File: src/rtl/blkx_pkg.sv
package blkx_pkg;
  typedef enum logic [1:0] {
    ST_IDLE  = 2'd0,
    ST_XFER  = 2'd1,
    ST_WBACK = 2'd2
  } xstate_t;
endpackage

File: src/rtl/blkx_pick.sv
// Selects the lowest set bit of a vector and returns its index and the
// vector with that bit cleared.
module blkx_pick #(
  parameter int NREG = 8,
  localparam int RIW = $clog2(NREG)
) (
  input  logic [NREG-1:0] vec,
  output logic [RIW-1:0]  idx,
  output logic [NREG-1:0] rest
);
  logic [NREG:0]   none_below;
  logic [NREG-1:0] sel;

  assign none_below[0] = 1'b1;
  for (genvar i = 0; i < NREG; i++) begin : g_chain
    assign sel[i]          = vec[i] & none_below[i];
    assign none_below[i+1] = none_below[i] & ~vec[i];
  end

  always_comb begin
    idx = '0;
    for (int j = 0; j < NREG; j++) begin
      if (sel[j]) idx = idx | RIW'(j);
    end
  end

  assign rest = vec & ~sel;
endmodule

File: src/rtl/blkx_popcnt.sv
module blkx_popcnt #(
  parameter int NREG = 8,
  localparam int PW = $clog2(NREG + 1)
) (
  input  logic [NREG-1:0] vec,
  output logic [PW-1:0]   cnt
);
  always_comb begin
    cnt = '0;
    for (int j = 0; j < NREG; j++) begin
      cnt = cnt + PW'(vec[j]);
    end
  end
endmodule

File: src/rtl/blkx_cost.sv
// Cycle cost: store = 2N + kS - S, load = N + I + kS.
module blkx_cost #(
  parameter int NREG  = 8,
  parameter int CW    = 8,
  parameter int CYC_N = 2,
  parameter int CYC_S = 1,
  parameter int CYC_I = 1,
  localparam int PW = $clog2(NREG + 1)
) (
  input  logic [PW-1:0] cnt,
  input  logic          is_load,
  output logic [CW-1:0] cycles
);
  logic [CW-1:0] per_reg;

  assign per_reg = CW'(cnt) * CW'(CYC_S);

  always_comb begin
    if (is_load) cycles = CW'(CYC_N) + CW'(CYC_I) + per_reg;
    else         cycles = CW'(2 * CYC_N) + per_reg - CW'(CYC_S);
  end
endmodule

File: src/rtl/blkx_seq.sv
module blkx_seq #(
  parameter int NREG   = 8,
  parameter int DW     = 32,
  parameter int AW     = 32,
  parameter int IW     = 16,
  parameter int CW     = 8,
  parameter int OPCODE = 12,
  parameter int CYC_N  = 2,
  parameter int CYC_S  = 1,
  parameter int CYC_I  = 1,
  localparam int RIW   = $clog2(NREG),
  localparam int PW    = $clog2(NREG + 1),
  localparam int DIRB  = NREG + RIW,
  localparam int OPL   = DIRB + 1,
  localparam int OPW   = IW - OPL,
  localparam int STEP  = DW / 8
) (
  input  logic           clk,
  input  logic           rst_n,
  input  logic           start,
  input  logic [IW-1:0]  instr,
  output logic           busy,
  output logic           done,
  output logic [CW-1:0]  cyc_count,
  output logic [RIW-1:0] rf_raddr,
  input  logic [DW-1:0]  rf_rdata,
  output logic           rf_we,
  output logic [RIW-1:0] rf_waddr,
  output logic [DW-1:0]  rf_wdata,
  output logic           mem_req,
  output logic           mem_we,
  output logic [AW-1:0]  mem_addr,
  output logic [DW-1:0]  mem_wdata,
  input  logic           mem_ack,
  input  logic [DW-1:0]  mem_rdata
);
  import blkx_pkg::*;

  xstate_t        state_q, state_d;
  logic [NREG-1:0] pend_q, pend_d;
  logic [AW-1:0]  addr_q, addr_d;
  logic [RIW-1:0] base_q, base_d;
  logic           load_q, load_d;
  logic [CW-1:0]  cyc_q, cyc_d;

  logic [NREG-1:0] in_list;
  logic [RIW-1:0]  in_base;
  logic            in_load;
  logic            accept;
  logic [PW-1:0]   list_cnt;
  logic [CW-1:0]   list_cost;
  logic [RIW-1:0]  cur_idx;
  logic [NREG-1:0] pend_rest;
  logic            beat_done;

  assign in_list = instr[NREG-1:0];
  assign in_base = instr[DIRB-1:NREG];
  assign in_load = instr[DIRB];
  assign accept  = (state_q == ST_IDLE) && start && (instr[IW-1:OPL] == OPW'(OPCODE));

  blkx_popcnt #(.NREG(NREG)) u_popcnt (
    .vec (in_list),
    .cnt (list_cnt)
  );

  blkx_cost #(
    .NREG(NREG), .CW(CW), .CYC_N(CYC_N), .CYC_S(CYC_S), .CYC_I(CYC_I)
  ) u_cost (
    .cnt     (list_cnt),
    .is_load (in_load),
    .cycles  (list_cost)
  );

  blkx_pick #(.NREG(NREG)) u_pick (
    .vec  (pend_q),
    .idx  (cur_idx),
    .rest (pend_rest)
  );

  assign beat_done = (state_q == ST_XFER) && mem_ack;

  // next-state logic
  always_comb begin
    state_d = state_q;
    pend_d  = pend_q;
    addr_d  = addr_q;
    base_d  = base_q;
    load_d  = load_q;
    cyc_d   = cyc_q;
    case (state_q)
      ST_IDLE: begin
        if (accept) begin
          pend_d  = in_list;
          addr_d  = AW'(rf_rdata);
          base_d  = in_base;
          load_d  = in_load;
          cyc_d   = list_cost;
          state_d = (in_list == '0) ? ST_WBACK : ST_XFER;
        end
      end
      ST_XFER: begin
        if (mem_ack) begin
          pend_d = pend_rest;
          addr_d = addr_q + AW'(STEP);
          if (pend_rest == '0) state_d = ST_WBACK;
        end
      end
      ST_WBACK: state_d = ST_IDLE;
      default:  state_d = ST_IDLE;
    endcase
  end

  // registers
  always_ff @(posedge clk or negedge rst_n) begin
    if (!rst_n) begin
      state_q <= ST_IDLE;
      pend_q  <= '0;
      addr_q  <= '0;
      base_q  <= '0;
      load_q  <= 1'b0;
      cyc_q   <= '0;
    end else begin
      state_q <= state_d;
      pend_q  <= pend_d;
      addr_q  <= addr_d;
      base_q  <= base_d;
      load_q  <= load_d;
      cyc_q   <= cyc_d;
    end
  end

  // outputs
  assign busy      = (state_q != ST_IDLE);
  assign done      = (state_q == ST_WBACK);
  assign cyc_count = cyc_q;

  assign rf_raddr  = (state_q == ST_IDLE) ? in_base : cur_idx;
  assign rf_we     = done || (beat_done && load_q);
  assign rf_waddr  = done ? base_q : cur_idx;
  assign rf_wdata  = done ? DW'(addr_q) : mem_rdata;

  assign mem_req   = (state_q == ST_XFER);
  assign mem_we    = ~load_q;
  assign mem_addr  = addr_q;
  assign mem_wdata = rf_rdata;
endmodule

File: config.mk
export PLATFORM = sky130hd
export DESIGN_NAME = blkx_seq
export DESIGN_NICKNAME = d
export VERILOG_FILES = /design/src/rtl/blkx_pkg.sv /design/src/rtl/blkx_pick.sv /design/src/rtl/blkx_popcnt.sv /design/src/rtl/blkx_cost.sv /design/src/rtl/blkx_seq.sv
export SDC_FILE = /design/constraint.sdc
export NUM_CORES = 1
export LEC_CHECK = 0
export BUFFER_PORTS_ARGS = -buffer_cell sky130_fd_sc_hd__buf_2
export CAP_MARGIN = 25
export CORE_MARGIN = 5
export CORE_UTILIZATION = 52
export DETAILED_ROUTE_END_ITERATION = 8
export PLACE_DENSITY_LB_ADDON = 0.3
export SLEW_MARGIN = 10
export SYNTH_ARGS = -nofsm -noshare
export SYNTH_HDL_FRONTEND = slang
export SYNTH_SLANG_ARGS = --single-unit
File: constraint.sdc
create_clock -name clk -period 3.3 [get_ports clk]
set_input_delay 0.33 -clock clk [delete_from_list [all_inputs] [get_ports clk]]
set_output_delay 0.33 -clock clk [all_outputs]
set_load 0.01 [all_outputs]
==> impl_metrics.yaml, run 1 <==
run_status:
  status: "complete, no violations"
sta:
  finalCriticalPeriod_ns: 3.176
  slew_headroom: 0.5456
  slew_viol_final: 0
  post-route-period-util: 0.9624
  worst_slack_ns: 0.1242
  setup_viol_count_final: 0
  finalHoldViolations: 0
  rsz0062_at_grt: "no"
  fmax_ghz: 0.3149
  hold_slack_ns: 0.03190
  worst_pin_slew_ns: 0.6774
  fin_worst_skew_ns: 0.01024
critical_path:
  worstPathMaxFanout: 4
  r2r_slack_ns: 1.14
  crit_type: "input port to register"
  crit_start: "instr[0]"
  cp.arrival_ns: 3.42
  crit_required_ns: 3.54
  r2r_cells: 5
  r2r_end: "mem_addr[25]$_DFFE_PN0P_"
  cp-start-kind: "input port"
  cp-end-kind: "register"
  r2r_start: "mem_addr[13]$_DFFE_PN0P_"
die:
  fp.dieW_um: 100.5
  core_area_mm2: 0.008093
  io_pins: 199
  start_util: 0.5257
  row_count: 33
  dieArea_mm2: 0.01009
  dieHeight_um: 100.5
placed_design:
  numPortBuffers: 198
  dp_cells: 811
  dp_hpwl_um: 9908
  placed_area_mm2: 0.005067
  pre_cts_ws_ns: -0.3472
  place.gp.congestion: 0.8625
finish:
  area_delta_synth_final_pct: 23.12
  fin_area_mm2: 0.005238
  fin_cells: 821
  diodes: 0
  postLayoutCoreUtil: 0.6472
  drive_above_1_share: 0.3561
  finish.net_count: 813
logic_synthesis:
  synth_top_cell_by_area: "dfrtp_1"
  yosys_warnings: 0
  ys_seq_area_frac: 0.3176
  synth_area_per_cell_um2: 7.637
  synth_top_area_share: 0.3176
  async_flop_share: 1.000
  syn-num-nets: 655
  synth_edf_count: 0
  synth_cells: 557
  ys_ff_latch: 54
  synth_area_leaders: "dfrtp_1 (32%), nand2_1 (13%), buf_4 (5.6%), o21ai_0 (4.6%), a21oi_1 (3.3%)"
  syn_area_mm2: 0.004254
  post_synth_num_cell_types: 69
  synth_top_flop_cell: "dfrtp_1"
clock_tree:
  clk_latency_ns: 0.31
  post_cts_hold_buffer_count: 0
  cts_max_level: 2
  clockBufferDepth: 2
  cts_root_buf: "clkbuf_8"
  clock-sinks: 54
  clk_pin_slew_ns: 0.11
  numCtsBuffers: 5
  cts_tree: "built"
global_route:
  grt_util_met3: 0.03806
  grt-ovfl-total: 0
  grt_use_met1: 0.3286
  grt_max_degree: 44
  grt_busiest_layer: "met2"
  use_met2: 0.4439
  grt_usage: 0.2545
  grt_pass1_wl_um: 21120
  grt_pass1_vias: 4431
  antenna_found_initial: 0
detailed_routing:
  via_per_inst: 5.622
  avgRoutedWirePerCell_um: 15.99
  firstDrtPassIters: 5
  drtIter0Drc: 221
  drc: 0
  vias: 4616
  wirelength_um: 13130
  drt.antenna.violating_nets: 0
pwr:
  power_density_mw_per_mm2: 672.6
  vdd_drop_max_uv: 363.6
  cellLeakagePower_nw: 2.708
flow_run:
  cap_violations: 0
min_path:
  hp-class: "input port to asynchronous set/reset pin"
==> layer usage <==
| layer | share of wire | vias to the layer above |
|---|---|---|
| met5 | 0 | - |
| met3 | 0.063 | 24 |
| met2 | 0.51 | 169 |
| met1 | 0.41 | 2192 |
| met4 | 0.018 | 0 |
| li1 | - | 2231 |
==> layout make-up <==
cell class,instances,area (µm²)
tap,105,131.4
multi-input combinational,412,2432
fill,741,2855
inverter,27,101.3
clock buffer,5,68.82
sequential,54,1351
timing repair buffer,215,1131
clock inverter,3,21.27
==> cell families after synthesis <==
family | synth area share
compound gates | 0.1918
buf+inv | 0.1247
xor+xnor | 0.008237
fa+ha+maj | 0.05059
flops | 0.3176
mux | 0.01706
simple gates | 0.2900
==> state kept, by name, summed over array words and instances, names as in the netlist <==
register,flops
state_q,2
load_q,1
base_q,3
pend_q,8
cyc_count,8
mem_addr,32
==> stage by stage <==
| step | power, mW | setup TNS [ns] |
|---|---|---|
| finish | 3.523 | 0 |
| global route | 3.805 | 0 |
| CTS | 3.497 | 0 |
| detailed placement | 3.105 | -1.147 |
| global placement | 3.032 | -0.3994 |
| floorplan | 2.461 | 0 |
==> worst max-delay path by stage <==
stage | end | cells past startpoint
2_1_floorplan | cyc_count[3]$_DFFE_PN0P_ | 14
3_3_place_gp | cyc_count[3]$_DFFE_PN0P_ | 16
3_5_place_dp | cyc_count[3]$_DFFE_PN0P_ | 16
4_1_cts | cyc_count[5]$_DFFE_PN0P_ | 17
5_1_grt | cyc_count[3]$_DFFE_PN0P_ | 16
6_report | cyc_count[3]$_DFFE_PN0P_ | 16
==> cell usage after synthesis, types with 3 or more instances <==
cell / instances
ha_1: 10
nand2_1: 149
and3_1: 8
a22o_1: 3
dfrtp_1: 54
nand3_1: 18
clkbuf_1: 18
a21oi_1: 28
nor2_1: 25
nor4_1: 3
buf_4: 32
xnor2_1: 3
a21o_1: 4
nand4_1: 11
o31ai_1: 3
buf_2: 5
clkbuf_8: 4
nor3_1: 11
o22ai_1: 8
and4_1: 5
fa_1: 4
a2bb2oi_1: 3
o21ai_0: 39
and3_2: 4
o22a_1: 4
mux2i_1: 5
a22oi_1: 6
nand2b_1: 4
inv_1: 25
a311oi_1: 8
or3_1: 3
==> report_power, final <==
group,internal (mW),switching (mW)
registers,0.924,0.479
clock network,0.150,0.234
logic,0.770,0.966
total,1.84,1.68
==> placed cells by master, fill, tap and decap left out, types with 4 or more instances in the layout <==
cell | synthesis | routed
nor2_1 | 25 | 25
and3_2 | 4 | 4
a22oi_1 | 6 | 6
o22ai_1 | 8 | 8
a21oi_1 | 28 | 28
nand4_1 | 11 | 11
o21ai_0 | 39 | 37
and4_1 | 5 | 5
o22a_1 | 4 | 4
inv_1 | 25 | 20
clkbuf_8 | 4 | 5
nand2b_1 | 4 | 4
buf_2 | 5 | 196
and3_1 | 8 | 8
buf_4 | 32 | 17
a311oi_1 | 8 | 7
nand2_1 | 149 | 149
nand3_1 | 18 | 18
dfrtp_1 | 54 | 54
ha_1 | 10 | 7
nor3_1 | 11 | 11
inv_2 | 1 | 6
mux2i_1 | 5 | 5
a21o_1 | 4 | 4
==> worst max-delay path, cell delays in order <==
cell	delay (ns)
buf_6	0.07
inv_2	0.04
ha_4	0.25
inv_1	0.04
fa_1	0.49
fa_1	0.42
inv_2	0.06
fa_2	0.19
inv_2	0.04
fa_2	0.43
xnor2_4	0.23
ha_4	0.24
nor2b_2	0.15
a22oi_1	0.17
o21ai_1	0.10
o21ai_1	0.15
==> what timing repair did <==
action,CTS,global route
buffers inserted,2,0
setup endpoints to repair,1,3
resized for setup,0,17
pin swaps,1,7
(Power assumes the default switching activity.)
==> run 2: changes to the inputs <==
CORE_UTILIZATION = 51   (was 52)
SYNTH_HIERARCHICAL = 1   (was unset)
==> impl_metrics.yaml, run 2 <==
critical_path:
  cp-end-kind: "register"
  r2r_end: "mem_addr[23]$_DFFE_PN0P_"
  max_stage_delay_ns: 0.54
  r2r_slack_ns: 1.02
  worstPathMaxFanout: 2
  r2r_start: "state_q[0]$_DFFE_PN0P_"
  crit_type: "input port to register"
  cp_top_family: "adder cells"
  cp-start-kind: "input port"
  path_cells: "buf_2 > inv_1 > fa_1 > fa_1 > fa_1 > inv_1 > ha_1 > inv_1 > fa_1 > inv_1 > inv_1 > ha_1 > xnor2_1 > nand2_1 > nand2_1"
  crit_start: "instr[0]"
  r2r_cells: 6
  crit_required_ns: 3.55
  cp.arrival_ns: 3.27
  cpMaxStageDelayCell: "fa_1"
  crit_buf_inv: 6
  crit_top_cell: "inv_1"
clock_tree:
  cts_root_buf: "clkbuf_8"
  post_cts_hold_buffer_count: 0
  numCtsBuffers: 5
  clk_latency_ns: 0.31
  clock-sinks: 54
  cts_max_level: 2
  post_cts_resized: 0
  cts_tree: "built"
  clockBufferDepth: 2
  clk_pin_slew_ns: 0.09
  cts_setup_buffers: 0
detailed_routing:
  drc: 0
  via_per_inst: 5.618
  wirelength_um: 12250
  firstDrtPassIters: 4
  drt.antenna.violating_nets: 0
  avgRoutedWirePerCell_um: 16.36
  drtIter0Drc: 223
  vias: 4208
finish:
  fill_cells: 694
  finish.net_count: 739
  largest_register_ffs: 32
  layout_common_cells: "buf_2 (198), nand2_1 (81), dfrtp_1 (54)"
  area_delta_synth_final_pct: 23.41
  drive_above_1_share: 0.4164
  fin_area_mm2: 0.004974
  fin_cells: 749
  final_common_cell: "buf_2"
pwr:
  vdd_drop_max_uv: 303.3
  cellLeakagePower_nw: 2.526
  power_density_mw_per_mm2: 697.5
die:
  core_area_mm2: 0.007727
  fp.dieW_um: 98.90
  row_count: 32
  io_pins: 199
  dieHeight_um: 98.90
  start_util: 0.5215
  dieArea_mm2: 0.009780
min_path:
  hp-class: "input port to asynchronous set/reset pin"
sta:
  slew_viol_final: 0
  fin_worst_skew_ns: 0.009891
  worst_pin_slew_ns: 0.8070
  setup_viol_count_final: 0
  rsz0062_at_grt: "no"
  fmax_ghz: 0.3311
  finalCriticalPeriod_ns: 3.020
  post-route-period-util: 0.9152
  slew_headroom: 0.4575
  finalHoldViolations: 0
global_route:
  grt_pass1_wl_um: 20070
  grt_usage: 0.2479
  grt-ovfl-total: 0
  grt_max_degree: 34
  antenna_found_initial: 1
  grt_use_met1: 0.3105
  use_met2: 0.4298
  grt_pass1_vias: 4133
  grt_util_met3: 0.04246
  grt_busiest_layer: "met2"
logic_synthesis:
  ys_seq_area_frac: 0.3353
  synthTopCellsByCount: "nand2_1 (81), dfrtp_1 (54), buf_4 (37), mux2_2 (35), a21oi_1 (29)"
  synth_top_area_share: 0.3353
  synth_edf_count: 0
  synth.most_common_cell: "nand2_1"
  synth_top_cell_by_area: "dfrtp_1"
  async_flop_share: 1.000
  yosys_warnings: 6
  synth_top_flop_cell: "dfrtp_1"
  syn_area_mm2: 0.004030
  synth_cells: 486
  ys_ff_latch: 54
  synth_area_per_cell_um2: 8.292
  post_synth_num_cell_types: 58
  synth_area_leaders: "dfrtp_1 (34%), mux2_2 (9.8%), nand2_1 (7.5%), buf_4 (6.9%), a21oi_1 (3.6%)"
flow_run:
  cap_violations: 0
placed_design:
  numPortBuffers: 198
  dp_hpwl_um: 9577
  placed_area_mm2: 0.004895
  place.gp.congestion: 0.8525
  dp_cells: 741
run_status:
  status: "complete, no violations"
## run 2: changes by cell type after synthesis, sizes merged, moves of 6 or more
cell | previous run | this run
a22oi | 6 | 0
a311oi | 8 | 2
a31oi | 2 | 12
mux2 | 2 | 35
nand2 | 149 | 82
o21ai | 39 | 19
o22ai | 8 | 19
## run 2: metrics by stage
step           total power, mW  worst slack, ns    TNS [ns]  utilization  hold slack (ns)
2_1_floorplan            2.437           0.1743           0            -          0.03441
3_3_place_gp             3.055       -0.0002645  -0.0002645       0.6334           0.3986
3_5_place_dp             3.132         -0.03853    -0.04708       0.6334           0.4036
4_1_cts                  3.481           0.2657           0       0.6433          0.07556
5_1_grt                  3.769           0.1235           0       0.6436          0.09791
6_report                 3.469           0.2797           0       0.6436          0.05001
## run 2: cell families after synthesis
group,share of synthesized area
buf+inv,0.1186
xor+xnor,0.006521
mux,0.1127
simple gates,0.2254
compound gates,0.1642
fa+ha+maj,0.03539
flops,0.3353
other cells,0.001863
## run 2: routing by layer
metal	part of all wire	routed length, µm
met5	0	0
met4	0.022	273
met3	0.083	1022
met2	0.50	6176
met1	0.39	4779
## run 2: cell type report
| class | instances | area (µm²) | share of cell area |
|---|---|---|---|
| Multi-Input combinational cell | 345 | 2211 | 0.4445 |
| Sequential cell | 54 | 1351 | 0.2717 |
| Timing Repair Buffer | 213 | 1104 | 0.2219 |
| Tap cell | 102 | 127.6 | 0.02566 |
| Inverter | 27 | 101.3 | 0.02038 |
| Clock buffer | 7 | 76.32 | 0.01535 |
| Antenna cell | 1 | 2.502 | 0.0005031 |
## run 2: worst max path at each step
| stage | end | cells after the start | slack [ns] |
|---|---|---|---|
| after global placement | cyc_count[2]$_DFFE_PN0P_ | 15 | -0.0003 |
| final | cyc_count[2]$_DFFE_PN0P_ | 15 | 0.28 |
| after floorplan | cyc_count[2]$_DFFE_PN0P_ | 14 | 0.17 |
| after CTS | cyc_count[2]$_DFFE_PN0P_ | 15 | 0.27 |
| after global routing | cyc_count[2]$_DFFE_PN0P_ | 15 | 0.12 |
| after detailed placement | cyc_count[2]$_DFFE_PN0P_ | 15 | -0.04 |
## run 2: power by group
group	internal (mW)	switching, mW	leakage (nW)
sequential	0.930	0.398	0.647
clock	0.147	0.206	0.0383
combinational	0.778	1.01	1.84
total	1.85	1.61	2.53
==> run 3: changes to the inputs <==
CORE_MARGIN = 2   (was 5)
CORE_UTILIZATION = 47   (was 51)
SKIP_CTS_REPAIR_TIMING = 1   (was unset)
clock period = 2.83 ns   (was 3.3 ns; I/O delays follow)
==> impl_metrics.yaml, run 3 (synthesized netlist as in run 2, its figures left out) <==
run_status:
  status: "finished with violations"
  violations: "negative hold slack, negative setup slack"
finish:
  fin_area_mm2: 0.005120
  drive_above_1_share: 0.4426
  final_common_cell: "buf_2"
  area_delta_synth_final_pct: 27.04
  largest_register_ffs: 32
  layout_common_cells: "buf_2 (196), nand2_1 (81), dfrtp_1 (54)"
  fin_cells: 759
  postLayoutCoreUtil: 0.6200
  finish.net_count: 745
  fill_cells: 743
clock_tree:
  cts_max_level: 2
  clk_pin_slew_ns: 0.10
  clk_latency_ns: 0.30
  clock-sinks: 54
  numCtsBuffers: 5
  cts_root_buf: "clkbuf_8"
  cts_tree: "built"
  clockBufferDepth: 2
global_route:
  grt_pass1_wl_um: 19280
  grt_max_degree: 32
  grt_util_met3: 0.03613
  antenna_found_initial: 1
  grt_usage: 0.2454
  grt_pass1_vias: 4000
  grt-ovfl-total: 0
  use_met2: 0.4493
  grt_busiest_layer: "met2"
  grt_use_met1: 0.3014
placed_design:
  placed_area_mm2: 0.004981
  place.gp.congestion: 0.9042
  dp_cells: 749
  pre_cts_ws_ns: -0.4905
  dp_hpwl_um: 9097
  numPortBuffers: 198
sta:
  setup_viol_count_final: 2
  setup_tns_ns: -0.07541
  slew_headroom: 0.5986
  hold_slack_ns: -0.02099
  rsz0062_at_grt: "yes"
  fmax_ghz: 0.3468
  finalHoldViolations: 25
  slew_viol_final: 0
  finalCriticalPeriod_ns: 2.883
  worst_slack_ns: -0.05339
  worst_pin_slew_ns: 0.6021
  fin_worst_skew_ns: 0.009306
  post-route-period-util: 1.019
pwr:
  vdd_drop_max_uv: 366.9
  cellLeakagePower_nw: 2.583
  power_density_mw_per_mm2: 811.5
die:
  row_count: 33
  start_util: 0.4880
  dieHeight_um: 96.60
  io_pins: 199
  fp.dieW_um: 96.60
  core_area_mm2: 0.008258
  dieArea_mm2: 0.009332
flow_run:
  cap_violations: 0
detailed_routing:
  drc: 0
  firstDrtPassIters: 4
  wirelength_um: 11600
  drt.antenna.violating_nets: 0
  avgRoutedWirePerCell_um: 15.28
  drtIter0Drc: 198
  vias: 4183
  via_per_inst: 5.511
critical_path:
  cp-start-kind: "input port"
  worstPathMaxFanout: 2
  crit_type: "input port to register"
  cp-end-kind: "register"
  cp.arrival_ns: 3.08
  crit_required_ns: 3.02
min_path:
  hp-class: "input port to asynchronous set/reset pin"
[run 3: layout make-up]
class	instances	area, µm²	area share
Antenna cell	1	2.502	0.0004888
Clock buffer	7	86.33	0.01686
Clock inverter	1	5.005	0.0009775
Inverter	27	111.4	0.02175
Multi-Input combinational cell	345	2255	0.4404
Sequential cell	54	1351	0.2639
Tap cell	105	131.4	0.02566
Timing Repair Buffer	219	1177	0.2300
[run 3: final timing paths]
kind | from | to | slack [ns] | cells past startpoint
setup reg to reg | mem_addr[2]$_DFFE_PN0P_ | mem_addr[30]$_DFFE_PN0P_ | 0.73 | 6
max in group asynchronous | rst_n | mem_addr[1]$_DFFE_PN0P_ | 2.04 | 2
hold reg to reg | cyc_count[5]$_DFFE_PN0P_ | cyc_count[5]$_DFFE_PN0P_ | 0.47 | 2
hold / removal | rst_n | mem_addr[14]$_DFFE_PN0P_ | -0.02 | 1
setup / recovery | instr[1] | cyc_count[2]$_DFFE_PN0P_ | -0.05 | 15
min in group clk | rf_rdata[0] | mem_addr[0]$_DFFE_PN0P_ | 0.19 | 3
[run 3: critical path, stage by stage]
cell,delay [ns]
buf_8,0.08
inv_4,0.03
fa_1,0.54
fa_1,0.44
fa_1,0.49
inv_1,0.05
ha_2,0.18
inv_2,0.06
fa_2,0.42
inv_2,0.08
inv_2,0.05
ha_4,0.16
xnor2_2,0.12
nand2_1,0.06
nand2_1,0.05
[run 3: where the power goes]
| group | switching [mW] | internal, mW | total, mW | leakage, nW |
|---|---|---|---|---|
| Combinational | 1.20 | 0.965 | 2.16 | 1.89 |
| Clock | 0.250 | 0.198 | 0.448 | 0.0482 |
| Sequential | 0.458 | 1.08 | 1.54 | 0.647 |
| Total | 1.91 | 2.25 | 4.15 | 2.58 |
[run 3: metrics by stage]
step,total power [mW],hold WS [ns]
finish,4.155,-0.02099
global route,4.500,0.02294
CTS,4.140,-0.01261
detailed placement,3.689,0.3228
global placement,3.603,0.3239
floorplan,2.882,-0.01259
[run 3: per-layer routing]
metal | part of all wire | up-vias
met5 | 0 | -
li1 | - | 2019
met2 | 0.52 | 162
met1 | 0.40 | 1992
met4 | 0.013 | 0
met3 | 0.064 | 10
